--- src/rtl/frac_rate_pkg.sv ---
package frac_rate_pkg;

  localparam int RATIO_W = 5;
  localparam int WINDOW  = 1 << RATIO_W;
  localparam int MULT_W  = RATIO_W + 1;
  localparam int DATA_W  = 32;
  localparam int ADDR_W  = 2;

  localparam logic [ADDR_W-1:0] ADDR_RATIO  = 2'd0;
  localparam logic [ADDR_W-1:0] ADDR_KICK   = 2'd1;
  localparam logic [ADDR_W-1:0] ADDR_STATUS = 2'd2;

  localparam int KICK_BIT = 31;
  localparam int ERR_BIT  = 8;

  // control -> datapath strobes
  typedef struct packed {
    logic              commitReq;
    logic [MULT_W-1:0] newMult;
  } ctlToDp_t;

  // datapath -> control feedback
  typedef struct packed {
    logic              commitAck;
    logic [MULT_W-1:0] activeMult;
  } dpToCtl_t;

endpackage

--- src/rtl/frac_rate_ctrl.sv ---
module frac_rate_ctrl
  import frac_rate_pkg::*;
#(
  parameter int FIELD_LSB = 8
) (
  input  logic              clk,
  input  logic              rstN,
  input  logic              wrEn,
  input  logic [ADDR_W-1:0] wrAddr,
  input  logic [DATA_W-1:0] wrData,
  input  logic [ADDR_W-1:0] rdAddr,
  output logic [DATA_W-1:0] rdData,
  input  dpToCtl_t          dpStat,
  output ctlToDp_t          ctlOut
);

  logic [RATIO_W-1:0] shadowCode;
  logic               kickPend;
  logic               errFlag;
  logic               wrOpen;

  assign wrOpen = wrEn && !kickPend;

  always_ff @(posedge clk) begin
    if (!rstN) begin
      shadowCode <= '0;
      kickPend   <= 1'b0;
      errFlag    <= 1'b0;
    end else begin
      if (wrEn && kickPend)
        errFlag <= 1'b1;
      else if (wrOpen && wrAddr == ADDR_STATUS && wrData[ERR_BIT])
        errFlag <= 1'b0;

      if (wrOpen && wrAddr == ADDR_RATIO)
        shadowCode <= wrData[FIELD_LSB +: RATIO_W];

      if (dpStat.commitAck)
        kickPend <= 1'b0;
      else if (wrOpen && wrAddr == ADDR_KICK && wrData[KICK_BIT])
        kickPend <= 1'b1;
    end
  end

  always_comb begin
    ctlOut.commitReq = kickPend;
    ctlOut.newMult   = MULT_W'(WINDOW) - {1'b0, shadowCode};
  end

  always_comb begin
    rdData = '0;
    case (rdAddr)
      ADDR_RATIO:  rdData[FIELD_LSB +: RATIO_W] = shadowCode;
      ADDR_KICK:   rdData[KICK_BIT] = kickPend;
      ADDR_STATUS: begin
        rdData[MULT_W-1:0] = dpStat.activeMult;
        rdData[ERR_BIT]    = errFlag;
      end
      default:     rdData = '0;
    endcase
  end

  AST_BUSY_WRITE_FLAGS: assert property (@(posedge clk) disable iff (!rstN)
    (wrEn && kickPend) |=> errFlag);
  AST_BUSY_SHADOW_HELD: assert property (@(posedge clk) disable iff (!rstN)
    (wrEn && kickPend) |=> $stable(shadowCode));
  AST_KICK_SELF_CLEAR: assert property (@(posedge clk) disable iff (!rstN)
    dpStat.commitAck |=> !kickPend);
  AST_KICK_HOLD: assert property (@(posedge clk) disable iff (!rstN)
    (kickPend && !dpStat.commitAck) |=> kickPend);

endmodule

--- src/rtl/frac_rate_dp.sv ---
module frac_rate_dp
  import frac_rate_pkg::*;
#(
  parameter int POST_DIV = 2
) (
  input  logic     clk,
  input  logic     rstN,
  input  ctlToDp_t ctlIn,
  output dpToCtl_t dpStat,
  output logic     rawEn,
  output logic     clkEn
);

  logic [RATIO_W-1:0] winCnt;
  logic [RATIO_W-1:0] phaseAcc;
  logic [MULT_W-1:0]  activeMult;
  logic [MULT_W-1:0]  phaseSum;
  logic               winEnd;
  logic               commitNow;
  logic               commitAck;

  assign winEnd    = &winCnt;
  assign commitNow = winEnd && ctlIn.commitReq;
  assign phaseSum  = {1'b0, phaseAcc} + activeMult;

  always_ff @(posedge clk) begin
    if (!rstN) begin
      winCnt     <= '0;
      phaseAcc   <= '0;
      activeMult <= MULT_W'(WINDOW);
      rawEn      <= 1'b0;
      commitAck  <= 1'b0;
    end else begin
      winCnt    <= winCnt + 1'b1;
      phaseAcc  <= phaseSum[RATIO_W-1:0];
      rawEn     <= phaseSum[RATIO_W];
      commitAck <= commitNow;
      if (commitNow)
        activeMult <= ctlIn.newMult;
    end
  end

  generate
    if (POST_DIV <= 1) begin : g_noPost
      assign clkEn = rawEn;
    end else begin : g_post
      localparam int POST_W = $clog2(POST_DIV);
      localparam logic [POST_W-1:0] POST_LAST = POST_W'(POST_DIV - 1);
      logic [POST_W-1:0] postCnt;
      always_ff @(posedge clk) begin
        if (!rstN)
          postCnt <= '0;
        else if (rawEn)
          postCnt <= (postCnt == POST_LAST) ? '0 : postCnt + 1'b1;
      end
      assign clkEn = rawEn && (postCnt == POST_LAST);
    end
  endgenerate

  always_comb begin
    dpStat.commitAck  = commitAck;
    dpStat.activeMult = activeMult;
  end

  AST_MULT_AT_BOUNDARY: assert property (@(posedge clk) disable iff (!rstN)
    (activeMult != $past(activeMult)) |-> ($past(winCnt) == '1));
  AST_MULT_RANGE: assert property (@(posedge clk) disable iff (!rstN)
    (activeMult >= 1) && (activeMult <= MULT_W'(WINDOW)));
  AST_FULL_RATE: assert property (@(posedge clk) disable iff (!rstN)
    (activeMult == MULT_W'(WINDOW)) |=> rawEn);
  AST_OUT_SUBSET: assert property (@(posedge clk) disable iff (!rstN)
    clkEn |-> rawEn);

endmodule

--- src/rtl/frac_rate_div.sv ---
module frac_rate_div
  import frac_rate_pkg::*;
#(
  parameter int FIELD_LSB = 8,
  parameter int POST_DIV  = 2
) (
  input  logic        clk,
  input  logic        rstN,
  input  logic        wrEn,
  input  logic [1:0]  wrAddr,
  input  logic [31:0] wrData,
  input  logic [1:0]  rdAddr,
  output logic [31:0] rdData,
  output logic        rawEn,
  output logic        clkEn
);

  ctlToDp_t ctlBus;
  dpToCtl_t dpBus;

  frac_rate_ctrl #(.FIELD_LSB(FIELD_LSB)) i_ctrl (
    .clk    (clk),
    .rstN   (rstN),
    .wrEn   (wrEn),
    .wrAddr (wrAddr),
    .wrData (wrData),
    .rdAddr (rdAddr),
    .rdData (rdData),
    .dpStat (dpBus),
    .ctlOut (ctlBus)
  );

  frac_rate_dp #(.POST_DIV(POST_DIV)) i_dp (
    .clk    (clk),
    .rstN   (rstN),
    .ctlIn  (ctlBus),
    .dpStat (dpBus),
    .rawEn  (rawEn),
    .clkEn  (clkEn)
  );

endmodule

--- config.mk ---
export PLATFORM = sky130hd
export DESIGN_NAME = frac_rate_div
export DESIGN_NICKNAME = d
export VERILOG_FILES = /design/src/rtl/frac_rate_pkg.sv /design/src/rtl/frac_rate_ctrl.sv /design/src/rtl/frac_rate_dp.sv /design/src/rtl/frac_rate_div.sv
export SDC_FILE = /design/constraint.sdc
export NUM_CORES = 1
export LEC_CHECK = 0
export CAP_MARGIN = 25
export CORE_ASPECT_RATIO = 0.5
export CORE_MARGIN = 5
export CORE_UTILIZATION = 35
export CTS_BUF_LIST = sky130_fd_sc_hd__clkbuf_2
export DETAILED_ROUTE_END_ITERATION = 16
export PLACE_DENSITY = 0.71
export RECOVER_POWER = 100
export SETUP_SLACK_MARGIN = 0.02
export SYNTH_ARGS = -nofsm -noshare
export SYNTH_HDL_FRONTEND = slang
export SYNTH_SLANG_ARGS = --single-unit
--- constraint.sdc ---
create_clock -name clk -period 1.5 [get_ports clk]
set_input_delay 0.3 -clock clk [delete_from_list [all_inputs] [get_ports clk]]
set_output_delay 0.3 -clock clk [all_outputs]
set_load 0.03 [all_outputs]
### Word level (Yosys, flattened, before mapping)

Cells that the tools add are included.

| word-level totals | value |
|---|---|
| bits in registers | 26 |
| input bits | 39 |
| output and inout port bits | 34 |

| operators by class | value |
|---|---|
| add/sub/neg operators | 4 |
| equal/unequal tests | 4 |
| mux-type cells | 7 |
| bitwise gates (word level) | 1 |
| reduce and logical (&&, ||, !) cells | 15 |

Operators with widths:

| kind | count |
|---|---|
| $logic_and A1 B1 Y1 | 9 |
| $add A5 B6 Y6 | 1 |
| $mux W6 | 1 |
| $sub A6 B5 Y6 const A | 1 |
| $add A5 B1 Y5 const B | 1 |
| $reduce_and A5 Y1 | 1 |
| $eq A2 B1 Y1 const B | 2 |
| $eq A2 B2 Y1 const B | 2 |
| $logic_not A2 Y1 | 2 |
| $mux W1 | 4 |
| $mux W4 | 1 |
| $pmux W1 S2 | 1 |
| $reduce_bool A2 Y1 | 1 |
| $reduce_or A2 Y1 | 1 |
| $add A1 B1 Y1 const B | 1 |
| $logic_not A1 Y1 | 1 |
| $not A1 Y1 | 1 |

### Longest topological paths before layout

| logic depth | value |
|---|---|
| depth after elaboration | 6 |
| mapped depth | 6 |
| mapped depth without buffers | 6 |

### Hierarchy

Synthesis repeated with hierarchy kept, for this count alone.

| second synthesis, totals | value |
|---|---|
| cells, all modules | 168 |
| area total of the unflattened synthesis | 1,503.9 um^2 |

Modules (own cells, without submodules):

| module | times used | cells each | area an instance (um^2) | seq. area each (um^2) |
|---|---|---|---|---|
| frac_rate_dp | 1 | 88 | 873.3 | 380.4 |
| frac_rate_ctrl | 1 | 80 | 630.6 | 140.1 |

### Worst setup path before layout

OpenSTA, ideal clock, no wires.

| path | value |
|---|---|
| kind | register -> register |
| from | reg i_dp.activeMult[1] |
| to | reg i_dp.rawEn |
| arrival time | 1,412 ps |
| data required time | 1,368 ps |
| path slack | -45 ps |
| cell stages (with the launch flop) | 5 |
| clock period less this slack | 1,545 ps |
| cells stage by stage | dfxtp_1 ha_1 a211oi_1 nor3_1 or3b_2 |

| on the way | value |
|---|---|
| word-level cells in the longest chain between the ends | 1 |

RTL lines:

| element | RTL line | RTL |
|---|---|---|
| from (decl) | frac_rate_dp.sv:16 | `logic [MULT_W-1:0] activeMult;` |
| from (signal assigned) | frac_rate_dp.sv:30 | `activeMult <= MULT_W'(WINDOW);` |
| from (signal assigned) | frac_rate_dp.sv:39 | `activeMult <= ctlIn.newMult;` |
| $add A5 B6 Y6 | frac_rate_dp.sv:24 | `assign phaseSum = {1'b0, phaseAcc} + activeMult;` |
| to (signal assigned) | frac_rate_dp.sv:36 | `rawEn <= phaseSum[RATIO_W];` |
| to (decl) | frac_rate_dp.sv:10 | `output logic rawEn,` |

No other way between the ends.
A chain may end at the register's enable or synchronous reset.

### Final worst setup path

| path | value |
|---|---|
| from | reg i_dp.phaseAcc[1] |
| to | reg i_dp.rawEn |

| on the way | value |
|---|---|
| word-level cells in the longest chain between the ends | 1 |

RTL lines:

| element | RTL line | RTL |
|---|---|---|
| from (decl) | frac_rate_dp.sv:15 | `logic [RATIO_W-1:0] phaseAcc;` |
| from (signal assigned) | frac_rate_dp.sv:35 | `phaseAcc <= phaseSum[RATIO_W-1:0];` |
| $add A5 B6 Y6 | frac_rate_dp.sv:24 |  |

No other way between the ends.

==> load_flow_metrics.sql <==
INSERT INTO impl_metrics (metric_group, metric, value, unit) VALUES
('route', 'detailedRoute.firstPassIterationCount', '4', ''),
('synthesis', 'synthDistinctLibCells', '35', ''),
('die', 'num_rows', '16', ''),
('pwr', 'power.share.clock', '0.211', ''),
('cts', 'clock_buffers_created_by_tritoncts', '3', ''),
('setup_path', 'critical-path-max-stage-delay', '450', 'ps'),
('outcome', 'status', 'completed', ''),
('setup_path', 'arrival_time_at_the_worst_endpoint', '1700', 'ps'),
('grt', 'antenna_found_initial', '0', ''),
('synthesis', 'synth_enable_flop_cells', '0', ''),
('sta', 'period_needed', '1440', 'ps'),
('synthesis', 'yosysTopAreaCell', 'dfxtp_1', ''),
('sta', 'slew_viol_final', '0', ''),
('synthesis', 'ys_top_cells_by_area', 'dfxtp_1 (36%), buf_4 (10%), and2_1 (7.8%)', ''),
('synthesis', 'synthFlopType', 'dfxtp_1', ''),
('route', 'number_of_drc_markers_after_the_initial_detailed_route_iteration', '39', ''),
('job', 'drv_cap', '0', ''),
('cts', 'buffer_depth_of_the_longest_clock_path', '2', ''),
('sta', 'unrepaired_setup_endpoints_after_global_routing', 'true', ''),
('final_layout', 'post_route_cells_drive_above_1_share', '0.343', ''),
('pwr', 'vdd_ir_drop_max', '0.000256', 'V'),
('route', 'antenna_left', '0', ''),
('place', 'globalplace.congestion', '0.754', ''),
('setup_path', 'critical_path_peak_fanout', '3', ''),
('synthesis', 'yosysTopAreaCellShare', '0.361', ''),
('grt', 'grt_start_max_net_pins', '20', ''),
('cts', 'clock_pin_transition_on_the_worst_setup_and_hold_timing_paths', '230', 'ps'),
('final_layout', 'layout-area-overhead-vs-synth', '34.3', '%'),
('synthesis', 'syn-instance-count', '156', ''),
('synthesis', 'post_synth.cell_area_avg', '9.24', 'um2'),
('pwr', 'comb_power_share', '0.189', ''),
('route', 'drcViolationCount', '0', ''),
('synthesis', 'ys_seq_elements', '26', ''),
('pwr', 'sw_frac_of_total', '0.291', ''),
('final_layout', 'n_fill_cell', '370', ''),
('route', 'wl', '2800', 'um'),
('die', 'placeableCoreArea', '0.00394', 'mm2'),
('die', 'die_width', '101', 'um'),
('route', 'route.detailed.wl_per_inst', '11.0', 'um'),
('pwr', 'power_density_over_the_cells', '621', 'mW/mm2'),
('pwr', 'seq_power_share', '0.600', ''),
('route', 'drt-vias-per-instance', '4.36', ''),
('synthesis', 'synth_seq_area_share', '0.361', ''),
('die', 'fp.dieArea', '0.00558', 'mm2'),
('setup_path', 'cpLargestDelayFamily', 'flip-flops', ''),
('setup_path', 'critical_path_required', '1760', 'ps'),
('die', 'die-height', '55.4', 'um'),
('sta', 'setup_tns', '0', 'ps'),
('cts', 'holdBufCountCts', '0', ''),
('setup_path', 'crit_slowest_cell', 'dfxtp_1', ''),
('pwr', 'cell_internal_pwr', '0.852', 'mW'),
('grt', 'globalRouteTotalUtil', '0.0989', ''),
('grt', 'globalRoute.totalOverflow', '0', ''),
('sta', 'finalSetupViolCount', '0', ''),
('cts', 'cts_root_buf', 'clkbuf_2', ''),
('cts', 'cts.htree.levels', '1', ''),
('grt', 'grt_first_pass_wirelength', '4550', 'um'),
('pwr', 'switchingPower', '0.349', 'mW'),
('sta', 'fmaxAchievable', '696', 'MHz'),
('synthesis', 'synth_async_sr_flop_share', '0', ''),
('worst_hold_path', 'min_path_type', 'reg -> reg', ''),
('sta', 'finalCritPeriodShare', '0.958', ''),
('sta', 'fin_skew', '7.17', 'ps'),
('grt', 'grt_pass1_vias', '1029', ''),
('place', 'detailedPlacementHpwl', '2190', 'um'),
('setup_path', 'worst_setup_path_end_kind', 'register', ''),
('synthesis', 'synth_common_cells', 'dfxtp_1 (26), buf_4 (20), and2_1 (18)', ''),
('final_layout', 'antenna_cells_inserted', '0', ''),
('place', 'port_buffers', '26', ''),
('setup_path', 'crit_buf_inv', '0', ''),
('die', 'pin_count', '73', '');
## logic make-up (layout without fill, tap and decap cells)
group	count (synthesis)	in the layout	synth area share
flip-flops	26	26	0.361
XOR/XNOR	7	7	0.0425
multiplexers	7	7	0.0486
AND/OR/NAND/NOR	64	64	0.270
AO/OA/AOI/OAI	15	15	0.0686
other	1	20	0.00260
adder cells (fa/ha/maj)	9	9	0.0833
buffers and inverters	27	53	0.123
## state kept, by name, summed over array words and instances, names as in the netlist
signal,flops
i_dp.activeMult,6
i_dp.winCnt,5
i_ctrl.errFlag,1
i_dp.g_post.postCnt,1
i_ctrl.shadowCode,5
i_ctrl.kickPend,1
i_dp.rawEn,1
i_dp.commitAck,1
i_dp.phaseAcc,5
## what timing repair did
item,4_1_cts,5_1_grt
cloned,0,0
setup buffers,2,2
endpoints found under the setup margin,16,20
pin swaps,2,9
gates resized for setup,20,39
hold endpoints to repair,0,0
## stage by stage
step	total power [mW]	cells	area (um2)	setup WS (ps)	hold slack, ps
finish	1.20	255	1940	63.7	400
CTS	1.22	253	1850	20.7	401
detailed placement	0.966	247	1770	-193	379
global placement	0.964	247	1770	-159	380
global route	1.28	255	1940	-3.19	434
floorplan	0.924	175	1520	11.8	373
## cell type report
class / instances / area (um2) / share of cell area
clock buffer: 3 / 15.0 / 0.00776
timing repair buffer: 45 / 377 / 0.195
tap: 54 / 67.6 / 0.0349
sequential: 26 / 549 / 0.284
clock inverter: 1 / 3.75 / 0.00194
multi-input combinational: 122 / 908 / 0.469
inverter: 4 / 15.0 / 0.00776
## layout by cell type (no fill, tap or decap), types with 4 or more instances in the layout
cell / Yosys / routed
mux2i_1: 7 / 7
nor2b_1: 8 / 8
clkbuf_2: 0 / 5
buf_4: 20 / 21
nor2_1: 5 / 4
and2_1: 18 / 12
nand3_1: 6 / 6
clkdlybuf4s50_1: 0 / 9
dfxtp_2: 0 / 11
conb_1: 1 / 20
buf_6: 0 / 7
inv_1: 4 / 4
dfxtp_4: 0 / 4
and2_4: 0 / 5
nand2_1: 11 / 10
dfxtp_1: 26 / 11
xor2_1: 5 / 5
## routing by layer
layer | share of wire | vias up | track usage
met5 | 0 | - | 0
met4 | 0.0061 | 0 | 0.0173
met3 | 0.058 | 2 | 0.0264
met2 | 0.48 | 30 | 0.166
met1 | 0.46 | 509 | 0.128
li1 | - | 572 | -
## path summary, 6_finish.rpt
kind | start | to | slack (ps) | cells past startpoint
worst max-delay path | i_dp.phaseAcc[1] | i_dp.rawEn | 60 | 4
worst min-delay path | i_dp.commitAck | i_ctrl.kickPend | 400 | 1
worst max register to register | i_dp.phaseAcc[1] | i_dp.rawEn | 60 | 4
worst min register to register | i_dp.commitAck | i_ctrl.kickPend | 400 | 1
## power by group through the flow
| stage | sequential (mW) | clock [mW] | combinational (mW) |
|---|---|---|---|
| finish | 0.720 | 0.254 | 0.227 |
| global route | 0.725 | 0.307 | 0.248 |
| global placement | 0.739 | 0 | 0.225 |
| CTS | 0.726 | 0.267 | 0.226 |
| detailed placement | 0.739 | 0 | 0.227 |
| floorplan | 0.738 | 0 | 0.185 |
No activity file was read; power rests on OpenSTA's default activity.
